--- config.mk ---
export PLATFORM = sky130hd
export DESIGN_NAME = pit_channel
export DESIGN_NICKNAME = d
export VERILOG_FILES = /design/src/rtl/pit_pkg.sv /design/src/rtl/pit_cw_decode.sv /design/src/rtl/pit_dec_unit.sv /design/src/rtl/pit_channel.sv
export SDC_FILE = /design/constraint.sdc
export NUM_CORES = 1
export LEC_CHECK = 0
export BUFFER_PORTS_ARGS = -buffer_cell sky130_fd_sc_hd__buf_2
export CAP_MARGIN = 0
export CORE_MARGIN = 5
export CORE_UTILIZATION = 30
export DETAILED_ROUTE_END_ITERATION = 10
export PLACE_DENSITY_LB_ADDON = 0.1
export SYNTH_ARGS = -nofsm -noshare
export SYNTH_HDL_FRONTEND = slang
export SYNTH_SLANG_ARGS = --single-unit
--- constraint.sdc ---
create_clock -name clk -period 2.77 [get_ports clk]
set_input_delay 0 -clock clk [delete_from_list [all_inputs] [get_ports clk]]
set_output_delay 0 -clock clk [all_outputs]
set_load 0.02 [all_outputs]
--- src/rtl/pit_pkg.sv ---
`timescale 1ns/1ps
package pit_pkg;
  localparam int BYTE_W = 8;
  localparam int CNT_W  = 2 * BYTE_W;
  localparam int DIGITS = CNT_W / 4;

  typedef enum logic [2:0] {
    M_TERM     = 3'd0,
    M_ONESHOT  = 3'd1,
    M_RATE     = 3'd2,
    M_SQUARE   = 3'd3,
    M_SWSTROBE = 3'd4,
    M_HWSTROBE = 3'd5
  } mode_t;

  typedef enum logic [1:0] {
    ACC_LATCH = 2'b00,
    ACC_LO    = 2'b01,
    ACC_HI    = 2'b10,
    ACC_BOTH  = 2'b11
  } acc_t;
endpackage

--- src/rtl/pit_cw_decode.sv ---
`timescale 1ns/1ps
module pit_cw_decode
  import pit_pkg::*;
#(
  parameter logic [1:0] CHAN_SEL = 2'b00
) (
  input  logic              strobe,
  input  logic [BYTE_W-1:0] cw,
  output logic              cfg_we,
  output logic              latch_we,
  output mode_t             mode,
  output acc_t              acc,
  output logic              bcd
);
  logic hit;

  // select field 11 is a broadcast read-back command: never ours
  assign hit      = strobe && (cw[7:6] == CHAN_SEL) && (cw[7:6] != 2'b11);
  assign acc      = acc_t'(cw[5:4]);
  assign cfg_we   = hit && (acc != ACC_LATCH);
  assign latch_we = hit && (acc == ACC_LATCH);
  assign bcd      = cw[0];
  // when the middle mode bit is set, the top mode bit is a don't-care
  assign mode     = cw[2] ? mode_t'({1'b0, cw[2:1]}) : mode_t'(cw[3:1]);
endmodule

--- src/rtl/pit_dec_unit.sv ---
`timescale 1ns/1ps
module pit_dec_unit
  import pit_pkg::*;
(
  input  logic [CNT_W-1:0] val,
  input  logic             bcd,
  output logic [CNT_W-1:0] res
);
  logic [DIGITS-1:0] borrow;
  logic [CNT_W-1:0]  bcd_res;

  assign borrow[0] = 1'b1;

  for (genvar g = 0; g < DIGITS; g++) begin : g_digit
    logic [3:0] d;
    assign d = val[4*g +: 4];
    assign bcd_res[4*g +: 4] = !borrow[g] ? d : ((d == 4'd0) ? 4'd9 : d - 4'd1);
    if (g < DIGITS - 1) begin : g_chain
      assign borrow[g+1] = borrow[g] && (d == 4'd0);
    end
  end

  assign res = bcd ? bcd_res : (val - CNT_W'(1));
endmodule

--- src/rtl/pit_channel.sv ---
`timescale 1ns/1ps
module pit_channel
  import pit_pkg::*;
#(
  parameter logic [1:0] CHAN_SEL = 2'b00
) (
  input  logic              clk,
  input  logic              rst,
  input  logic              wr_en,
  input  logic              wr_ctrl,
  input  logic [BYTE_W-1:0] wr_data,
  input  logic              rd_en,
  output logic [BYTE_W-1:0] rd_data,
  input  logic              gate,
  output logic              out
);
  localparam logic [CNT_W-1:0] ONE = CNT_W'(1);
  localparam logic [CNT_W-1:0] TWO = CNT_W'(2);

  mode_t            mode_q;
  acc_t             acc_q;
  logic             bcd_q;
  logic [CNT_W-1:0] cr_q, cr_nxt, ce_q, ol_q;
  logic             latched_q, hi_next_q, hi_next_nxt, rd_hi_q;
  logic             load_pend_q, armed_q, run_q, fired_q, pad_q, gate_q, out_q;

  logic             cfg_we, latch_we, cw_bcd, cnt_we, cnt_done, trig;
  mode_t            cw_mode;
  acc_t             cw_acc;
  logic [CNT_W-1:0] dec1, dec2, ce_even, rd_src;
  logic             ce_is1, ce_is2;

  pit_cw_decode #(.CHAN_SEL(CHAN_SEL)) i_decode (
    .strobe  (wr_en && wr_ctrl),
    .cw      (wr_data),
    .cfg_we  (cfg_we),
    .latch_we(latch_we),
    .mode    (cw_mode),
    .acc     (cw_acc),
    .bcd     (cw_bcd)
  );

  // two chained decrementers: step by one, and by two for the square wave
  pit_dec_unit i_dec1 (.val(ce_q), .bcd(bcd_q), .res(dec1));
  pit_dec_unit i_dec2 (.val(dec1), .bcd(bcd_q), .res(dec2));

  assign cnt_we  = wr_en && !wr_ctrl;
  assign trig    = gate && !gate_q;
  assign ce_is1  = (ce_q == ONE);
  assign ce_is2  = (ce_q == TWO);
  assign ce_even = {cr_q[CNT_W-1:1], 1'b0};

  // count byte assembly
  always_comb begin
    cr_nxt      = cr_q;
    hi_next_nxt = hi_next_q;
    cnt_done    = 1'b0;
    if (cnt_we) begin
      case (acc_q)
        ACC_LO: begin
          cr_nxt   = {{BYTE_W{1'b0}}, wr_data};
          cnt_done = 1'b1;
        end
        ACC_HI: begin
          cr_nxt   = {wr_data, {BYTE_W{1'b0}}};
          cnt_done = 1'b1;
        end
        ACC_BOTH: begin
          if (!hi_next_q) begin
            cr_nxt[BYTE_W-1:0] = wr_data;
            hi_next_nxt        = 1'b1;
          end else begin
            cr_nxt[CNT_W-1:BYTE_W] = wr_data;
            hi_next_nxt            = 1'b0;
            cnt_done               = 1'b1;
          end
        end
        default: ;
      endcase
    end
  end

  // read-back byte selection
  always_comb begin
    rd_src = latched_q ? ol_q : ce_q;
    case (acc_q)
      ACC_HI:   rd_data = rd_src[CNT_W-1:BYTE_W];
      ACC_BOTH: rd_data = rd_hi_q ? rd_src[CNT_W-1:BYTE_W] : rd_src[BYTE_W-1:0];
      default:  rd_data = rd_src[BYTE_W-1:0];
    endcase
  end

  always_ff @(posedge clk) begin
    if (rst) begin
      mode_q      <= M_TERM;
      acc_q       <= ACC_LO;
      bcd_q       <= 1'b0;
      cr_q        <= '0;
      ce_q        <= '0;
      ol_q        <= '0;
      latched_q   <= 1'b0;
      hi_next_q   <= 1'b0;
      rd_hi_q     <= 1'b0;
      load_pend_q <= 1'b0;
      armed_q     <= 1'b0;
      run_q       <= 1'b0;
      fired_q     <= 1'b0;
      pad_q       <= 1'b0;
      gate_q      <= 1'b0;
      out_q       <= 1'b1;
    end else begin
      gate_q    <= gate;
      cr_q      <= cr_nxt;
      hi_next_q <= hi_next_nxt;

      if (rd_en) begin
        if (acc_q == ACC_BOTH && !rd_hi_q) begin
          rd_hi_q <= 1'b1;
        end else begin
          rd_hi_q   <= 1'b0;
          latched_q <= 1'b0;
        end
      end
      if (latch_we && !latched_q) begin
        ol_q      <= ce_q;
        latched_q <= 1'b1;
      end

      // counting element, driven by the state before this cycle's writes
      if (load_pend_q) begin
        load_pend_q <= 1'b0;
        run_q       <= 1'b1;
        fired_q     <= 1'b0;
        pad_q       <= 1'b0;
        ce_q        <= (mode_q == M_SQUARE) ? ce_even : cr_q;
        if (mode_q != M_TERM) out_q <= 1'b1;
      end else if (trig && armed_q && (mode_q inside {M_ONESHOT, M_RATE, M_SQUARE, M_HWSTROBE})) begin
        run_q   <= 1'b1;
        fired_q <= 1'b0;
        pad_q   <= 1'b0;
        ce_q    <= (mode_q == M_SQUARE) ? ce_even : cr_q;
        out_q   <= (mode_q != M_ONESHOT);
      end else if (run_q) begin
        case (mode_q)
          M_TERM: if (gate) begin
            ce_q <= dec1;
            if (ce_is1 && !fired_q) begin
              out_q   <= 1'b1;
              fired_q <= 1'b1;
            end
          end
          M_ONESHOT: begin
            ce_q <= dec1;
            if (ce_is1 && !fired_q) begin
              out_q   <= 1'b1;
              fired_q <= 1'b1;
            end
          end
          M_RATE: begin
            if (!gate) begin
              out_q <= 1'b1;
            end else if (ce_is1) begin
              ce_q  <= cr_q;
              out_q <= 1'b1;
            end else begin
              ce_q <= dec1;
              if (ce_is2) out_q <= 1'b0;
            end
          end
          M_SQUARE: begin
            if (!gate) begin
              out_q <= 1'b1;
            end else if (ce_is2) begin
              if (out_q && cr_q[0] && !pad_q) begin
                pad_q <= 1'b1;
              end else begin
                pad_q <= 1'b0;
                out_q <= !out_q;
                ce_q  <= ce_even;
              end
            end else begin
              ce_q <= dec2;
            end
          end
          M_SWSTROBE, M_HWSTROBE: begin
            out_q <= 1'b1;
            if (gate || mode_q == M_HWSTROBE) begin
              ce_q <= dec1;
              if (ce_is1 && !fired_q) begin
                out_q   <= 1'b0;
                fired_q <= 1'b1;
              end
            end
          end
          default: ;
        endcase
      end

      // count writes take priority over counting
      if (cnt_we && acc_q == ACC_BOTH && !hi_next_q && mode_q == M_TERM) run_q <= 1'b0;
      if (cnt_done) begin
        armed_q <= 1'b1;
        if (mode_q == M_TERM) out_q <= 1'b0;
        if (!(mode_q inside {M_ONESHOT, M_HWSTROBE})) load_pend_q <= 1'b1;
      end

      // a new configuration overrides everything
      if (cfg_we) begin
        mode_q      <= cw_mode;
        acc_q       <= cw_acc;
        bcd_q       <= cw_bcd;
        hi_next_q   <= 1'b0;
        rd_hi_q     <= 1'b0;
        latched_q   <= 1'b0;
        load_pend_q <= 1'b0;
        armed_q     <= 1'b0;
        run_q       <= 1'b0;
        fired_q     <= 1'b0;
        pad_q       <= 1'b0;
        out_q       <= (cw_mode != M_TERM);
      end
    end
  end

  assign out = out_q;
endmodule

; ---- After elaboration in Yosys (flattened, before gate mapping)
; Cells that the tools add are included.
[totals]
output_inout_bits = 9
word_cells = 184
in_bits = 14
regBits = 64
[classes]
mux = 69
n_bitwise = 1
n_eq_ne = 22
reduce_logical = 65
add_sub_neg = 10
[op_table]
columns = operator, n
row1 = two-way mux 16 bit, 13
row2 = one-hot mux 16 bit (5 select lines), 1
row3 = two-way mux 4 bit, 14
row4 = one-hot mux 16 bit (3 select lines), 1
row5 = zero test 4 bit, 8
row6 = two-way mux 1 bit, 32
row7 = "subtractor 16 x 1 -> 16 bit, second input constant", 2
row8 = "subtractor 4 x 1 -> 4 bit, second input constant", 8
row9 = two-way mux 8 bit, 3
row10 = logical AND 1 bit, 21
row11 = "equality test 16 x 1 -> 1 bit, second input constant", 1
row12 = "equality test 16 x 2 -> 1 bit, second input constant", 1
row13 = one-hot mux 8 bit (2 select lines), 1
row14 = nonzero test 3 bit, 5
row15 = "!= test 2 bit, second input constant", 5
row16 = zero test 1 bit, 8
row17 = "!= test 4 x 3 -> 1 bit, second input constant", 2
row18 = "!= test 4 bit, second input constant", 2
row19 = AND reduction 4 bit, 2
row20 = nonzero test 2 bit, 4
row21 = AND reduction 7 bit, 1
row22 = nonzero test 7 bit, 1
row23 = "equality test 3 x 2 -> 1 bit, second input constant", 2
row24 = "equality test 3 bit, second input constant", 2
row25 = 20 further kinds, 27

; ---- Longest topological paths before layout
[depth]
depth_word = 16
depth_mapped = 15
mapped_depth_nobuf = 13

; ---- Cells and area by module
; Synthesis repeated with hierarchy kept, for this count alone.
[hier_totals]
cells_unflattened = 554
area_unflattened_um2 = 4254.1
[by_module_without_submodules]
columns = module, n_inst, cells_per_inst, seq_area_each_um2, area_each_um2
row1 = pit_channel, 1, 405, 1281.2, 3285.7
row2 = pit_dec_unit at i_dec1, 1, 69, 0.0, 459.2
row3 = pit_dec_unit at i_dec2, 1, 70, 0.0, 439.2
row4 = pit_cw_decode, 1, 10, 0.0, 70.1

; ---- Least setup slack after synthesis
; No wires, ideal clock.
[synth_path]
path_kind = register to register
from = reg ce_q[0]
to = reg ce_q[8]
arrival_time_ns = 2.717
slack_ns = -0.079
t_required_ns = 2.638
stages_incl_launch_ff = 16
path_buffers = 2
setup_time_ns = 0.132
synth_period_minus_slack_ns = 2.849
cell_sequence = dfxtp_1 > clkbuf_1 > inv_1 > ha_1 > buf_2 > nand4bb_1 > nand2_1 > inv_1 > ha_1 > mux2_2 > o21ai_0 > nor4_1 > xor2_1 > nor2_1 > a2111oi_0 > nor3_1
[synth_via]
elab_chain_cells = 14
elab_cells_between_ends = 31
classes_between = add/sub: 4 / eq/ne: 3 / mux: 17 / reduce/logical: 7
[synth_rtl]
columns = element, line
row1 = "start, declared", pit_channel.sv:23  ; logic [CNT_W-1:0] cr_q, cr_nxt, ce_q, ol_q;
row2 = "start signal, assigned", pit_channel.sv:135  ; ce_q <= (mode_q == M_SQUARE) ? ce_even : cr_q;
row3 = "start signal, assigned", pit_channel.sv:141  ; ce_q <= (mode_q == M_SQUARE) ? ce_even : cr_q;
row4 = "start signal, assigned", pit_channel.sv:163  ; ce_q <= cr_q;
row5 = "parallel branches: the longest is 14 deep, another holds subtractor 16 x 1 -> 16 bit", -
; Several ways; the timed one is not identified. The select of a mux whose other input is x is not followed.
; A chain may end at the register's enable or synchronous reset.

; ---- Worst setup path after layout
; Ends and elaborated chain as after synthesis.

==> impl_metrics.py <==
metrics = {
    "clock_network": {
        "clk_pin_slew_worst_paths_ps": 60,
        "cts-root-buf": "clkbuf_16",
        "cts_tree": "done",
        "cts_max_level": 3,
        "cts-buffers-inserted": 9,
        "insertion_delay_ps": 330,
        "cts.sinks": 64,
        "clock_path_buffers": 2,
    },
    "worst_setup_path": {
        "r2r_cells": 11,
        "startpoint_type": "flop",
        "cp_max_fo": 5,
        "arrival_ps": 2890,
        "criticalPathCategory": "flop to flop",
        "required_ps": 2970,
        "end_kind": "flop",
        "reg2reg_slack_ps": 80,
    },
    "yosys": {
        "syn-instance-count": 620,
        "syn_area_mm2": 0.00462,
        "synth_fp_nets": 642,
        "syn_avg_cell_area_um2": 7.46,
        "async_reset_ff_frac": 0,
        "synth_seq_cells": 64,
        "ys_seq_area_frac": 0.277,
        "synth_area_leaders": "dfxtp_1 (28%), nand2_1 (7.2%), a21oi_1 (6.0%)",
        "synth_top_area_cell": "dfxtp_1",
        "yosysTopAreaCellShare": 0.277,
        "synth_edf_count": 0,
        "ys.warnings.count": 0,
        "yosysUniqueCellTypes": 74,
        "synth_ff_type": "dfxtp_1",
    },
    "placed_design": {
        "placed_cells": 857,
        "io_buffer_count": 22,
        "gp_congestion": 0.913,
        "dp.final_hpwl_mm": 13.2,
        "dp_slack_ps": -50.6,
    },
    "timing": {
        "slew_headroom": 0.460,
        "fin_crit_sh": 0.970,
        "slew_viol_final": 0,
        "setup_tns_ps": 0,
        "hold_ws_ps": 94.0,
        "tightest_slew_ps": 808,
        "fin_ws_ps": 84.0,
        "fin_crit_ps": 2690,
        "hold_viol_final": 0,
        "rsz0062_at_grt": "true",
        "fmax_ghz": 0.372,
        "setup_viol": 0,
        "fin_skew_ps": 10.6,
    },
    "global_route": {
        "busiest_layer": "met2",
        "overflow": 0,
        "met2_usage": 0.296,
        "use_met3": 0.0274,
        "met1_usage": 0.270,
        "grt_max_degree": 34,
        "first_global_vias": 4672,
        "antenna_found_initial": 0,
        "grt_util_all_layers": 0.191,
        "grt_pass1_wl_mm": 27.0,
    },
    "layout": {
        "finalNonFillerCells": 890,
        "layout.nets": 719,
        "layout_commonest_cell": "nand2_1",
        "drive_gt1_frac": 0.226,
        "most-common-layout-cells": "nand2_1 (89), buf_4 (79), dfxtp_1 (64), a21oi_1 (55), nor2_1 (53)",
        "antenna_cells": 0,
        "nFillCells": 1604,
        "area_growth_pct": 27.3,
    },
    "hold_path": {
        "whs_path_depth": 2,
        "min_path_type": "input pin to flop",
    },
    "floorplanning": {
        "start_util": 0.305,
        "std_cell_rows": 45,
        "dieArea_mm2": 0.0180,
        "ios": 23,
        "fp.dieW_um": 134,
        "coreArea_mm2": 0.0151,
        "dieHeight_um": 134,
    },
    "power": {
        "leakage_nw": 2.18,
        "ir_worst_vdd_uv": 262,
        "p_per_area_mw_per_mm2": 588,
    },
    "drt": {
        "firstDrtPassIters": 4,
        "num_vias": 4990,
        "totalWireLength_mm": 17.4,
        "initialDrtViolationCount": 301,
        "drc": 0,
        "ant_nets": 0,
        "vias_per_cell": 5.61,
        "wl_per_cell_um": 19.5,
    },
    "status": {
        "outcome": "finished clean",
    },
    "job": {
        "max_cap_violations": 0,
    },
}
## state kept, by name, summed over array words and instances (netlist names), 2 cells and up
| signal | count |
|---|---|
| ce_q | 16 |
| cr_q | 16 |
| ol_q | 16 |
| mode_q | 3 |
| acc_q | 2 |
## synthesized netlist by cell type (all sizes together) (4+ instances only)
library cell / n
a2111oi: 5
o21ai: 38
nand2: 89
o31ai: 4
buf: 13
mux2i: 24
o22ai: 17
clkbuf: 33
nor3: 20
a221oi: 6
a21oi: 55
or2: 5
dfxtp: 64
or3: 6
ha: 8
xor2: 4
inv: 19
nor4b: 4
or4: 6
a31oi: 5
nor4: 11
o32ai: 4
o21bai: 4
and3: 6
nand3b: 7
nor3b: 5
a22o: 8
xnor2: 13
nand2b: 9
nor2: 54
o211ai: 5
nand3: 18
a211oi: 12
## worst max-delay path, cell delays in order, from the launching register on
cell,delay (ps)
dfxtp_1,320
inv_1,80
ha_2,220
or3b_1,380
nor3b_1,270
a211oi_2,130
buf_4,190
nor4_2,290
xor2_1,200
nor2_1,60
a2111oi_0,300
nor3_1,100
## logic make-up after synthesis
logic type,synth area share
simple gates,0.281
compound gates,0.265
buf+inv,0.0631
flops,0.277
mux,0.0601
xor+xnor,0.0322
fa+ha+maj,0.0217
## through the flow
step | power, W | instance area [um^2] | util
5_1_grt | 0.00363 | 5890 | 0.389
2_1_floorplan | 0.00170 | 4620 | -
6_report | 0.00346 | 5890 | 0.389
3_5_place_dp | 0.00210 | 5300 | 0.350
3_3_place_gp | 0.00210 | 5300 | 0.350
4_1_cts | 0.00339 | 5740 | 0.379
## power by group
group,switching (W),total (W),internal (W)
logic,0.000668,0.00119,0.000520
registers,0.0000524,0.00101,0.000954
clock network,0.000452,0.00127,0.000817
## cell type report
cell class | count | area (um^2) | area share
multi-input cells | 490 | 3140 | 0.533
flip-flops and latches | 64 | 1280 | 0.218
repair buffers | 112 | 823 | 0.140
clock buffers | 10 | 239 | 0.0406
well taps | 188 | 235 | 0.0400
clock inverters | 6 | 91.3 | 0.0155
inverters | 20 | 78.8 | 0.0134
## metal layers
layer,up-vias,share of wire
met3,31,0.048
met5,-,0
li1,2424,-
met2,142,0.45
met4,0,0.029
met1,2393,0.47
## path summary, 6_finish.rpt
check / from / endpoint
worst max register to register: ce_q[0] / ce_q[8]
worst max-delay path: ce_q[0] / ce_q[8]
worst min register to register: ol_q[4] / ol_q[4]
worst min-delay path: rst / gate_q
## repair_timing
action / CTS / global route
hold buffers: 10 / 0
pin swaps: 0 / 6
endpoints found under the hold margin: 21 / 0
resized for setup: 1 / 20
buffers inserted: 0 / 7
endpoints found under the setup margin: 8 / 13
(Power assumes the default switching activity.)
